**src/rtl/qrs_pkg.sv**
```systemverilog
package qrs_pkg;
  typedef logic [7:0] fold_code_t;

  localparam fold_code_t FOLD_STOP = 8'hFF;
  localparam int         FOLD_MAX_RUN = 254;

  // clock cycles spanning a duration in nanoseconds
  function automatic int ns_to_cyc(input int clk_hz, input int ns);
    return ((clk_hz / 1000) * ns) / 1_000_000;
  endfunction

  // clock cycles in one period of a frequency
  function automatic int hz_to_cyc(input int clk_hz, input int f_hz);
    return clk_hz / f_hz;
  endfunction
endpackage

```
**src/rtl/qrs_ring_watch.sv**
```systemverilog
// Valley edge detection and ringing-loss timeout.
module qrs_ring_watch #(
  parameter int TMO_CYC = 1000,
  localparam int TW = $clog2(TMO_CYC + 1)
) (
  input  logic clk,
  input  logic rst_n,
  input  logic demag_i,
  input  logic restart_i,
  output logic valley_o,
  output logic dead_o
);
  logic          dm_q;
  logic [TW-1:0] quiet_cnt;

  assign valley_o = demag_i & ~dm_q;
  assign dead_o   = (quiet_cnt == TW'(TMO_CYC - 1));

  always_ff @(posedge clk or negedge rst_n) begin
    if (!rst_n) begin
      dm_q      <= 1'b0;
      quiet_cnt <= TW'(TMO_CYC - 1);
    end else begin
      dm_q <= demag_i;
      if (valley_o || restart_i)
        quiet_cnt <= '0;
      else if (!dead_o)
        quiet_cnt <= quiet_cnt + TW'(1);
    end
  end
endmodule

```
**src/rtl/qrs_period_timer.sv**
```systemverilog
// Period timer since the last turn-on: blanking window and latched cycle request.
module qrs_period_timer
  import qrs_pkg::*;
#(
  parameter int MIN_CYC   = 2000,
  parameter int STEP_CYC  = 62,
  parameter int BLANK_CYC = 50,
  parameter int CNT_W     = 15
) (
  input  logic       clk,
  input  logic       rst_n,
  input  logic       en_i,
  input  logic       start_i,
  input  fold_code_t code_i,
  output logic       blank_done_o,
  output logic       req_o
);
  localparam logic [CNT_W-1:0] SAT = '1;

  logic [CNT_W-1:0] per_cnt;
  logic [CNT_W-1:0] vco_per;
  logic             tick;

  assign vco_per      = CNT_W'(MIN_CYC) + CNT_W'(code_i) * CNT_W'(STEP_CYC);
  assign tick         = (code_i != FOLD_STOP) && (per_cnt >= vco_per - CNT_W'(2));
  assign blank_done_o = (per_cnt >= CNT_W'(BLANK_CYC - 1));

  always_ff @(posedge clk or negedge rst_n) begin
    if (!rst_n) begin
      per_cnt <= '0;
      req_o   <= 1'b0;
    end else begin
      if (!en_i || start_i)
        per_cnt <= '0;
      else if (per_cnt != SAT)
        per_cnt <= per_cnt + CNT_W'(1);

      if (!en_i || start_i)
        req_o <= 1'b0;
      else if (tick)
        req_o <= 1'b1;
    end
  end
endmodule

```
**src/rtl/qrs_gate_ctl.sv**
```systemverilog
// Gate flip-flop with start arbitration and blanked current trip.
module qrs_gate_ctl (
  input  logic clk,
  input  logic rst_n,
  input  logic en_i,
  input  logic stop_i,
  input  logic req_i,
  input  logic valley_i,
  input  logic dead_i,
  input  logic blank_done_i,
  input  logic trip_i,
  output logic start_o,
  output logic gate_o
);
  logic trip_ok;

  assign start_o = en_i & ~stop_i & ~gate_o & req_i & (valley_i | dead_i);
  assign trip_ok = gate_o & trip_i & blank_done_i;

  always_ff @(posedge clk or negedge rst_n) begin
    if (!rst_n)       gate_o <= 1'b0;
    else if (!en_i)   gate_o <= 1'b0;
    else if (start_o) gate_o <= 1'b1;
    else if (trip_ok) gate_o <= 1'b0;
  end
endmodule

```
**src/rtl/qr_cycle_seq.sv**
```systemverilog
module qr_cycle_seq
  import qrs_pkg::*;
#(
  parameter int CLK_HZ      = 250_000_000,
  parameter int FMAX_HZ     = 125_000,
  parameter int BLANK_NS    = 200,
  parameter int RING_TMO_NS = 4000,
  parameter int FOLD_DIV    = 32
) (
  input  logic       clk,
  input  logic       rst_n,
  input  logic       enable,
  input  logic       demag_cmp,
  input  logic       ipk_cmp,
  input  logic [7:0] fold_code,
  output logic       gate_on
);
  localparam int MIN_CYC   = hz_to_cyc(CLK_HZ, FMAX_HZ);
  localparam int STEP_CYC  = MIN_CYC / FOLD_DIV;
  localparam int BLANK_CYC = ns_to_cyc(CLK_HZ, BLANK_NS);
  localparam int TMO_CYC   = ns_to_cyc(CLK_HZ, RING_TMO_NS);
  localparam int MAX_PER   = MIN_CYC + FOLD_MAX_RUN * STEP_CYC;
  localparam int CNT_W     = $clog2(MAX_PER + 1);

  logic start, valley, dead, blank_done, req;

  qrs_ring_watch #(.TMO_CYC(TMO_CYC)) u_ring (
    .clk(clk), .rst_n(rst_n), .demag_i(demag_cmp), .restart_i(start),
    .valley_o(valley), .dead_o(dead)
  );

  qrs_period_timer #(
    .MIN_CYC(MIN_CYC), .STEP_CYC(STEP_CYC), .BLANK_CYC(BLANK_CYC), .CNT_W(CNT_W)
  ) u_period (
    .clk(clk), .rst_n(rst_n), .en_i(enable), .start_i(start), .code_i(fold_code),
    .blank_done_o(blank_done), .req_o(req)
  );

  qrs_gate_ctl u_gate (
    .clk(clk), .rst_n(rst_n), .en_i(enable), .stop_i(fold_code == FOLD_STOP),
    .req_i(req), .valley_i(valley), .dead_i(dead), .blank_done_i(blank_done),
    .trip_i(ipk_cmp), .start_o(start), .gate_o(gate_on)
  );
endmodule

```
**config.mk**
```make
export PLATFORM = sky130hd
export DESIGN_NAME = qr_cycle_seq
export DESIGN_NICKNAME = d
export VERILOG_FILES = /design/src/rtl/qrs_pkg.sv /design/src/rtl/qrs_ring_watch.sv /design/src/rtl/qrs_period_timer.sv /design/src/rtl/qrs_gate_ctl.sv /design/src/rtl/qr_cycle_seq.sv
export SDC_FILE = /design/constraint.sdc
export NUM_CORES = 1
export LEC_CHECK = 0
export BUFFER_PORTS_ARGS = -buffer_cell sky130_fd_sc_hd__buf_2
export CORE_ASPECT_RATIO = 1.4
export CORE_UTILIZATION = 60
export DETAILED_ROUTE_END_ITERATION = 12
export PLACE_DENSITY = 0.78
export SKIP_LAST_GASP = 1
export SLEW_MARGIN = 25
export SYNTH_ARGS = -nofsm -noshare
export SYNTH_HDL_FRONTEND = slang
export SYNTH_SLANG_ARGS = --single-unit
```
**constraint.sdc**
```tcl
create_clock -name clk -period 2.3 [get_ports clk]
set_input_delay 0.115 -clock clk [delete_from_list [all_inputs] [get_ports clk]]
set_output_delay 0.115 -clock clk [all_outputs]
set_load 0.01 [all_outputs]
```
==> results_dict.tcl, run 1 <==
set metrics [dict create \
    status "complete, but fails checks" \
    violations "negative setup slack" \
    wl_per_cell_microns 14.3 \
    remaining_drc_errors 0 \
    clock.fmax_mhz 220 \
    rrSetupSlack_ps 170 \
    gp_congestion 0.877 \
    async_reset_ff_share_pct 100 \
    synth_area_per_cell_sq_um 9.21 \
    finalNetCount 451 \
    grt_busiest_layer "met2" \
    hold_end "u_gate.gate_o$_DFFE_PN0P_" \
    hpwl_microns 5250 \
    stdcell_area_sq_mm 0.00359 \
    hold_viol 0 \
    die-area_sq_mm 0.00503 \
    final_common_cell "buf_4" \
    netlist_instances 309 \
    io_pins 14 \
    vias 2432 \
    utilization_pct 79.2 \
    n_antenna_cell 0 \
    min_period_ps 4550 \
    cts_buffers 3 \
    initial_core_util_pct 62.7 \
    ir_drop_uv 698 \
    crit_fanout 4 \
    n_fill_cell 314 \
    drtIter0Drc 118 \
    holdPathStages 4 \
    maxCapViolCount 0 \
    yosysTopAreaCell "ha_1" \
    clock_sinks 28 \
    yosysWarningCount 0 \
    postPlaceCellArea_sq_mm 0.00344 \
    ys_seq_area_share_pct 25.0 \
    static-leakage-power_uw 0.00175 \
    synth_edf_count 0 \
    clock_path_buffers 2 \
    hold_path_startpoint "ipk_cmp" \
    vias_per_cell 5.51 \
    slew_violations 0 \
    syn-cell-area_sq_mm 0.00285 \
    drive_gt1_share_pct 26.6 \
    clk_pin_slew_ps 90 \
    cp.arrival_ps 4700 \
    grt_pass1_wl_microns 10700 \
    rows 29 \
    grt-ovfl-total 0 \
    clk_latency_ps 270 \
    seqCellArea_sq_um 711 \
    fin_skew_ps 3.15 \
    tightest_slew_ps 611 \
    grt_use_met3_pct 1.71 \
    antenna_found_initial 0 \
    dieHeight_microns 83.5 \
    critPathRequiredTime_ps 2450 \
    synth_fp_nets 380 \
    cts_tree "done" \
    io_buffer_count 13 \
    grt_usage_pct 28.0 \
    crit_path_end_kind "flop" \
    ff2ff_path_depth 8 \
    ys_ff_latch 28 \
    synth_flop_cell "dfrtp_1" \
    rsz0062_at_grt "yes" \
    grt_pass1_vias 2531 \
    multi_input_area_sq_mm 0.00211 \
    slew-limit-headroom_pct 59.2 \
    die_w_microns 60.2 \
    timing.final.ws_setup_ps -2250 \
    ant_nets 0 \
    synthTopCellsByArea "ha_1, dfrtp_1, fa_1" \
    use_met2_pct 55.1 \
    routed_wl_microns 6320 \
    min_path_type "primary input to flop" \
    r2r-start "u_period.per_cnt[0]$_DFFE_PN0P_" \
    critPathKind "primary input to flop" \
    met1_usage_pct 26.9 \
    grt_max_degree 29 \
    p_per_area_mw_per_mm2 917 \
    area_growth_pct 26.2 \
    core_region_area_sq_mm 0.00454 \
    synth_top_area_share_pct 18.0 \
    dr.pass1.iters 4 \
    r2r_end "u_period.per_cnt[12]$_DFFE_PN0P_" \
    post-route-period-util_pct 198 \
    synth_cell_types 44 \
    setup_viol 1 \
    most-common-layout-cells "buf_4, ha_1, nor2_1" \
    htreeDepth 1 \
    worst_setup_path_start_kind "primary input" \
    root_buffer "clkbuf_8" \
]
-- layout make-up --
cell class	count	area share, %
flip-flops and latches	28	19.8
repair buffers	69	14.6
inverters	30	3.21
multi-input cells	248	58.7
well taps	62	2.16
clock buffers	4	1.53
-- stage by stage --
stage / power, uW / setup slack (ps) / instances / hold WS (ps) / setup TNS, ps
detailed placement: 2900 / -2650 / 434 / 156 / -2650
floorplan: 2010 / -2260 / 309 / -181 / -2260
global placement: 2780 / -2500 / 434 / 150 / -2500
CTS: 3300 / -2250 / 441 / 108 / -2250
finish: 3290 / -2250 / 441 / 106 / -2250
global route: 3580 / -2420 / 441 / 116 / -2420
-- state kept, by name, indices dropped and copies added, names as in the netlist --
signal            cells
u_gate.gate_o         1
u_period.req_o        1
u_ring.quiet_cnt     10
u_period.per_cnt     15
u_ring.dm_q           1
-- report_power, final --
group	switching (uW)	total (uW)	internal [uW]
Sequential	41.4	578	537
Clock	147	301	153
Combinational	1120	2410	1290
Total	1310	3290	1980
-- cell usage after synthesis, drive strengths merged, types with 3 or more instances --
library cell and instances:
nand2 16, o21ai 6, nand3 13, inv 30
xor2 17, a211oi 3, nand2b 6, xnor2 20
nor3 11, dfrtp 20, a21o 6, nor2 38
and3 4, a21oi 13, fa 17, or3 3
ha 41, nand4 8, dfstp 8
-- repair_timing --
item,4_1_cts,5_1_grt
pin swaps,20,8
setup buffers,1,0
gates resized for setup,19,0
endpoints found under the setup margin,1,1
endpoints found under the hold margin,21,0
hold buffers,2,0
-- routing by layer --
layer	routed length (microns)	vias up
met4	276	0
met1	2250	1171
met2	3740	43
met5	0	-
met3	64	22
li1	-	1196
-- worst max-delay path, cell delays in order --
cell       delay [ps]
buf_4             110
inv_1              70
fa_1              500
inv_1              60
fa_1              510
inv_1              60
fa_1              500
inv_2              50
ha_4              240
buf_4             150
and2_1            140
a21boi_2          140
xnor2_1            90
or3_4             400
o31a_1            280
xnor2_1           140
ha_1              300
a21o_1            170
a21o_1            190
a2111oi_4         370
a211oi_2          110
-- logic make-up after synthesis --
group                    share of synthesized area, %
flip-flops                                       25.0
adder cells (fa/ha/maj)                          30.0
XOR/XNOR                                         11.4
AND/OR/NAND/NOR                                  19.8
AO/OA/AOI/OAI                                    9.46
buffers and inverters                            4.40
-- worst max-delay path by stage --
| stage | from | to | slack [ps] | depth (start not counted) |
|---|---|---|---|---|
| after CTS | fold_code[3] | u_period.req_o$_DFFE_PN0P_ | -2250 | 21 |
| after global routing | fold_code[3] | u_period.req_o$_DFFE_PN0P_ | -2420 | 21 |
| after detailed placement | fold_code[2] | u_period.req_o$_DFFE_PN0P_ | -2650 | 21 |
| after floorplan | fold_code[1] | u_period.req_o$_DFFE_PN0P_ | -2260 | 19 |
| after global placement | fold_code[1] | u_period.req_o$_DFFE_PN0P_ | -2500 | 20 |
| final | fold_code[4] | u_period.req_o$_DFFE_PN0P_ | -2250 | 21 |
(Power assumes the default switching activity.)
==> run 2: changes to the inputs <==
- CORE_UTILIZATION: 60 -> 42
- PLACE_DENSITY: 0.78 -> unset
==> run 2 against run 1 <==
The run still ends with negative setup slack left. Routed wire length decreased by 3.1%. Flip-flop and latch count unchanged. Utilization decreased by 23 points. Critical endpoint unchanged. Highest routed layer unchanged.
==> results_dict.tcl, run 2 (synthesis results as in run 1) <==
set metrics [dict create \
    vias 2366 \
    crit_path_end_kind "flop" \
    power.total_uw 3450 \
    clock_path_buffers 2 \
    drtIter0Drc 140 \
    clock_sinks 28 \
    static-leakage-power_uw 0.00179 \
    crit_family "adder cells" \
    cp.depth 21 \
    core_region_area_sq_mm 0.00657 \
    gp_congestion 0.825 \
    fin_skew_ps 2.53 \
    rsz0062_at_grt "yes" \
    io_pins 14 \
    grt_max_degree 29 \
    initial_core_util_pct 43.3 \
    dieHeight_microns 99.4 \
    holdPathStages 2 \
    stdcell_area_sq_mm 0.00367 \
    postPlaceCellArea_sq_mm 0.00344 \
    slew_violations 0 \
    hold_viol 0 \
    antenna_found_initial 0 \
    critPathKind "primary input to flop" \
    min_period_ps 4460 \
    wl_per_cell_microns 13.3 \
    dr.pass1.iters 4 \
    final_common_cell "buf_4" \
    stdcell_count 459 \
    htreeDepth 1 \
    tightest_slew_ps 640 \
    cp.arrival_ps 4610 \
    root_buffer "clkbuf_8" \
    grt_pass1_vias 2522 \
    die_w_microns 71.6 \
    rows 35 \
    ant_nets 0 \
    worstPathBufferInverterCount 5 \
    grt_pass1_wl_microns 11000 \
    cts_buffers 3 \
    critical_path.max_stage_delay_ps 530 \
    timing.final.ws_setup_ps -2160 \
    slew-limit-headroom_pct 57.0 \
    clk_latency_ps 270 \
    finalNetCount 457 \
    clock.fmax_mhz 224 \
    ir_drop_uv 644 \
    grt-ovfl-total 0 \
    reg_top3 "u_period.per_cnt: 15 flops, u_ring.quiet_cnt: 10 flops" \
    crit_fanout 3 \
    critPathRequiredTime_ps 2450 \
    cts_tree "done" \
    area_growth_pct 28.8 \
    drive_gt1_share_pct 28.3 \
    routed_wl_microns 6130 \
    clk_pin_slew_ps 90 \
    n_antenna_cell 0 \
    path_cells "buf_4, inv_2, fa_1, inv_1, fa_1, inv_1, fa_1, inv_1, ha_4, nor2_4, a21oi_4, xor2_1, or2_1, or3_4, o31a_1, xnor2_1, ha_1, a21o_1, a21o_1, a2111oi_4, a211oi_2" \
    io_buffer_count 13 \
    place_inst 446 \
    maxCapViolCount 0 \
    post-route-period-util_pct 194 \
    n_fill_cell 614 \
    post-place-ws_ps -2710 \
    vias_per_cell 5.15 \
    largest_reg_flops 15 \
    largest-register "u_period.per_cnt" \
    die-area_sq_mm 0.00711 \
    p_per_area_mw_per_mm2 940 \
    slowest_stage "fa_1" \
    setup_viol 1 \
    status "complete, but fails checks" \
    remaining_drc_errors 0 \
    multi_input_area_sq_mm 0.00215 \
    worst_setup_path_start_kind "primary input" \
    grt_usage_pct 19.3 \
    min_path_type "primary input to flop" \
    hpwl_microns 5050 \
    seqCellArea_sq_um 711 \
    violations "negative setup slack" \
    ff2ff_path_depth 8 \
    most-common-layout-cells "buf_4, ha_1, nor2_1" \
]
-- run 2: final cells by class --
class | count | share of cell area, %
Tap cell | 74 | 2.53
Sequential cell | 28 | 19.4
Inverter | 30 | 3.07
Multi-Input combinational cell | 248 | 58.8
Timing Repair Buffer | 75 | 14.7
Clock buffer | 4 | 1.50
-- run 2: where the power goes --
part / internal, uW / total, uW / switching, uW
Sequential: 537 / 578 / 41.3
Clock: 153 / 300 / 147
Combinational: 1400 / 2570 / 1160
Total: 2090 / 3450 / 1350
-- run 2: timing repair --
action | in CTS | in global routing
endpoints found under the hold margin | 21 | 0
hold buffers | 2 | 0
buffers inserted | 7 | 0
gates resized for setup | 15 | 5
pin swaps | 13 | 4
endpoints found under the setup margin | 1 | 1
-- run 2: layer usage --
metal | GRT usage, % | up-vias | routed length [microns]
met5 | 0 | - | 0
met4 | 7.09 | 0 | 173
met3 | 0.608 | 13 | 58
met2 | 39.2 | 27 | 3580
met1 | 20.5 | 1127 | 2310
li1 | - | 1199 | -
-- run 2: final timing paths --
| path | slack (ps) | endpoint | start |
|---|---|---|---|
| max reg2reg | 250 | u_period.req_o$_DFFE_PN0P_ | u_period.per_cnt[1]$_DFFE_PN0P_ |
| min in group asynchronous | 390 | u_period.per_cnt[0]$_DFFE_PN0P_ | rst_n |
| max in group asynchronous | 1510 | u_gate.gate_o$_DFFE_PN0P_ | rst_n |
| min reg2reg | 510 | u_ring.quiet_cnt[1]$_DFFE_PN1P_ | u_ring.quiet_cnt[1]$_DFFE_PN1P_ |
| max | -2160 | u_period.req_o$_DFFE_PN0P_ | fold_code[1] |
| min | 110 | u_gate.gate_o$_DFFE_PN0P_ | enable |
-- run 2: stage by stage --
| stage | hold slack (ps) | utilization (%) | setup TNS [ps] |
|---|---|---|---|
| floorplan | -181 | - | -2260 |
| global placement | 169 | 52.4 | -2700 |
| detailed placement | 172 | 52.4 | -2710 |
| CTS | 105 | 55.4 | -2170 |
| global route | 116 | 55.8 | -2370 |
| finish | 111 | 55.8 | -2160 |
==> run 3: changes to the inputs <==
- CORE_MARGIN: unset -> 2
==> run 3 against run 2 <==
The run still ends with negative setup slack left. Non-clock buffer count down 4. Power shrank 4.2%. Register-to-register slack improved by 40 ps. Sequential share of layout area up 0.26 points. Global-route usage shrank 2.3 points. Worst setup slack got worse by 79 ps. Combinational power shrank 6%. Largest cell class unchanged.
==> results_dict.tcl, run 3 (synthesis results as in run 1) <==
set metrics [dict create \
    post-route-period-util_pct 197 \
    die-area_sq_mm 0.00746 \
    min_period_ps 4540 \
    holdPathStages 2 \
    grt_usage_pct 17.0 \
    crit_fanout 3 \
    maxCapViolCount 0 \
    root_buffer "clkbuf_8" \
    grt_pass1_vias 2387 \
    place_inst 446 \
    hold_path_startpoint "enable" \
    pwr-share-clk_pct 9.1 \
    grt_max_degree 29 \
    rows 35 \
    largest-register "u_period.per_cnt" \
    grt_use_met3_pct 1.09 \
    r2r_end "u_period.req_o$_DFFE_PN0P_" \
    stdcell_count 455 \
    pwr-share-comb_pct 73.3 \
    cts_tree "done" \
    die_w_microns 73.6 \
    reg_top3 "u_period.per_cnt: 15 flops, u_ring.quiet_cnt: 10 flops" \
    clk_pin_slew_ps 90 \
    vias_per_cell 5.14 \
    postPlaceCellArea_sq_mm 0.00344 \
    dr.pass1.iters 4 \
    worst_setup_path_start_kind "primary input" \
    status "complete, but fails checks" \
    crit_start "fold_code[1]" \
    hpwl_microns 4900 \
    setup_viol 1 \
    ir_drop_uv 516 \
    wl_per_cell_microns 12.8 \
    min_path_type "primary input to flop" \
    endpoint "u_period.req_o$_DFFE_PN0P_" \
    remaining_drc_errors 0 \
    rsz0062_at_grt "yes" \
    io_buffer_count 13 \
    violations "negative setup slack" \
    n_antenna_cell 0 \
    final_common_cell "buf_4" \
    clock_sinks 28 \
    n_fill_cell 583 \
    vias 2337 \
    hold_viol 0 \
    most-common-layout-cells "buf_4, ha_1, nor2_1" \
    drive_gt1_share_pct 27.0 \
    timing.final.ws_setup_ps -2240 \
    met1_usage_pct 18.2 \
    use_met2_pct 34.1 \
    finalNetCount 453 \
    ff2ff_path_depth 8 \
    stdcell_area_sq_mm 0.00362 \
    rrSetupSlack_ps 290 \
    drtIter0Drc 139 \
    ant_nets 0 \
    fin_skew_ps 2.02 \
    routed_wl_microns 5830 \
    clk_latency_ps 270 \
    utilization_pct 55.1 \
    largest_reg_flops 15 \
    grt_pass1_wl_microns 10100 \
    grt-ovfl-total 0 \
    initial_core_util_pct 43.3 \
    dieHeight_microns 101 \
    clock.fmax_mhz 220 \
    seq_power_share_pct 17.5 \
    antenna_found_initial 0 \
    p_per_area_mw_per_mm2 912 \
    intPower_uw 2000 \
    p_sw_uw 1300 \
    io_pins 14 \
    cts_buffers 3 \
    critPathKind "primary input to flop" \
    slew_violations 0 \
    htreeDepth 1 \
    cp.arrival_ps 4690 \
    crit_path_end_kind "flop" \
    power.total_uw 3300 \
    switching_share_pct 39.3 \
    core_region_area_sq_mm 0.00657 \
    slew-limit-headroom_pct 58.9 \
    area_growth_pct 27.1 \
    grt_busiest_layer "met2" \
    r2r-start "u_period.per_cnt[2]$_DFFE_PN0P_" \
    tightest_slew_ps 616 \
    clock_path_buffers 2 \
    static-leakage-power_uw 0.00177 \
    gp_congestion 0.781 \
    critPathRequiredTime_ps 2450 \
]
## run 3: worst min-delay path by stage
stage	end
2_1_floorplan	u_gate.gate_o$_DFFE_PN0P_
5_1_grt	u_gate.gate_o$_DFFE_PN0P_
3_5_place_dp	u_period.per_cnt[4]$_DFFE_PN0P_
6_report	u_gate.gate_o$_DFFE_PN0P_
4_1_cts	u_gate.gate_o$_DFFE_PN0P_
3_3_place_gp	u_period.per_cnt[4]$_DFFE_PN0P_
## run 3: worst max-delay path, stage by stage
cell	delay, ps
buf_4	130
fa_2	480
fa_1	570
inv_1	70
fa_1	470
inv_1	60
ha_4	280
nand2b_4	70
a21oi_4	190
xor2_2	90
or2_1	250
or3_4	350
o31a_1	280
xnor2_1	170
ha_1	270
a21o_1	180
a21o_1	180
a2111oi_4	370
a211oi_2	110
## run 3: power by group through the flow
stage	clock [uW]	combinational, uW	sequential, uW
after floorplan	0	1430	577
after global placement	0	2210	586
after detailed placement	0	2250	588
after CTS	311	2360	579
after global routing	331	2680	585
final	301	2420	579
## run 3: repair_timing
item / in CTS / in global routing
endpoints found under the hold margin: 21 / 0
buffers inserted: 1 / 2
pin swaps: 8 / 9
resized for setup: 13 / 4
hold buffers: 2 / 0
endpoints found under the setup margin: 1 / 1
## run 3: metal layers
layer | wire [microns] | share of wire [%] | up-vias
met5 | 0 | 0 | -
met4 | 92 | 1.6 | 0
met3 | 87 | 1.5 | 6
met2 | 3330 | 57 | 14
met1 | 2320 | 40 | 1124
li1 | - | - | 1193
## run 3: layout make-up
cell class,count,area (sq um),area share (%)
clock buffer,4,55.1,1.52
sequential,28,711,19.6
timing repair buffer,71,510,14.1
multi-input combinational,248,2140,59.0
tap,74,92.6,2.56
inverter,30,113,3.11
## run 3: per-stage QoR
step	hold slack (ps)	setup WS, ps	TNS [ps]
finish	118	-2240	-2240
global route	119	-2430	-2430
CTS	115	-2180	-2180
detailed placement	172	-2750	-2750
global placement	173	-2700	-2700
floorplan	-181	-2260	-2260
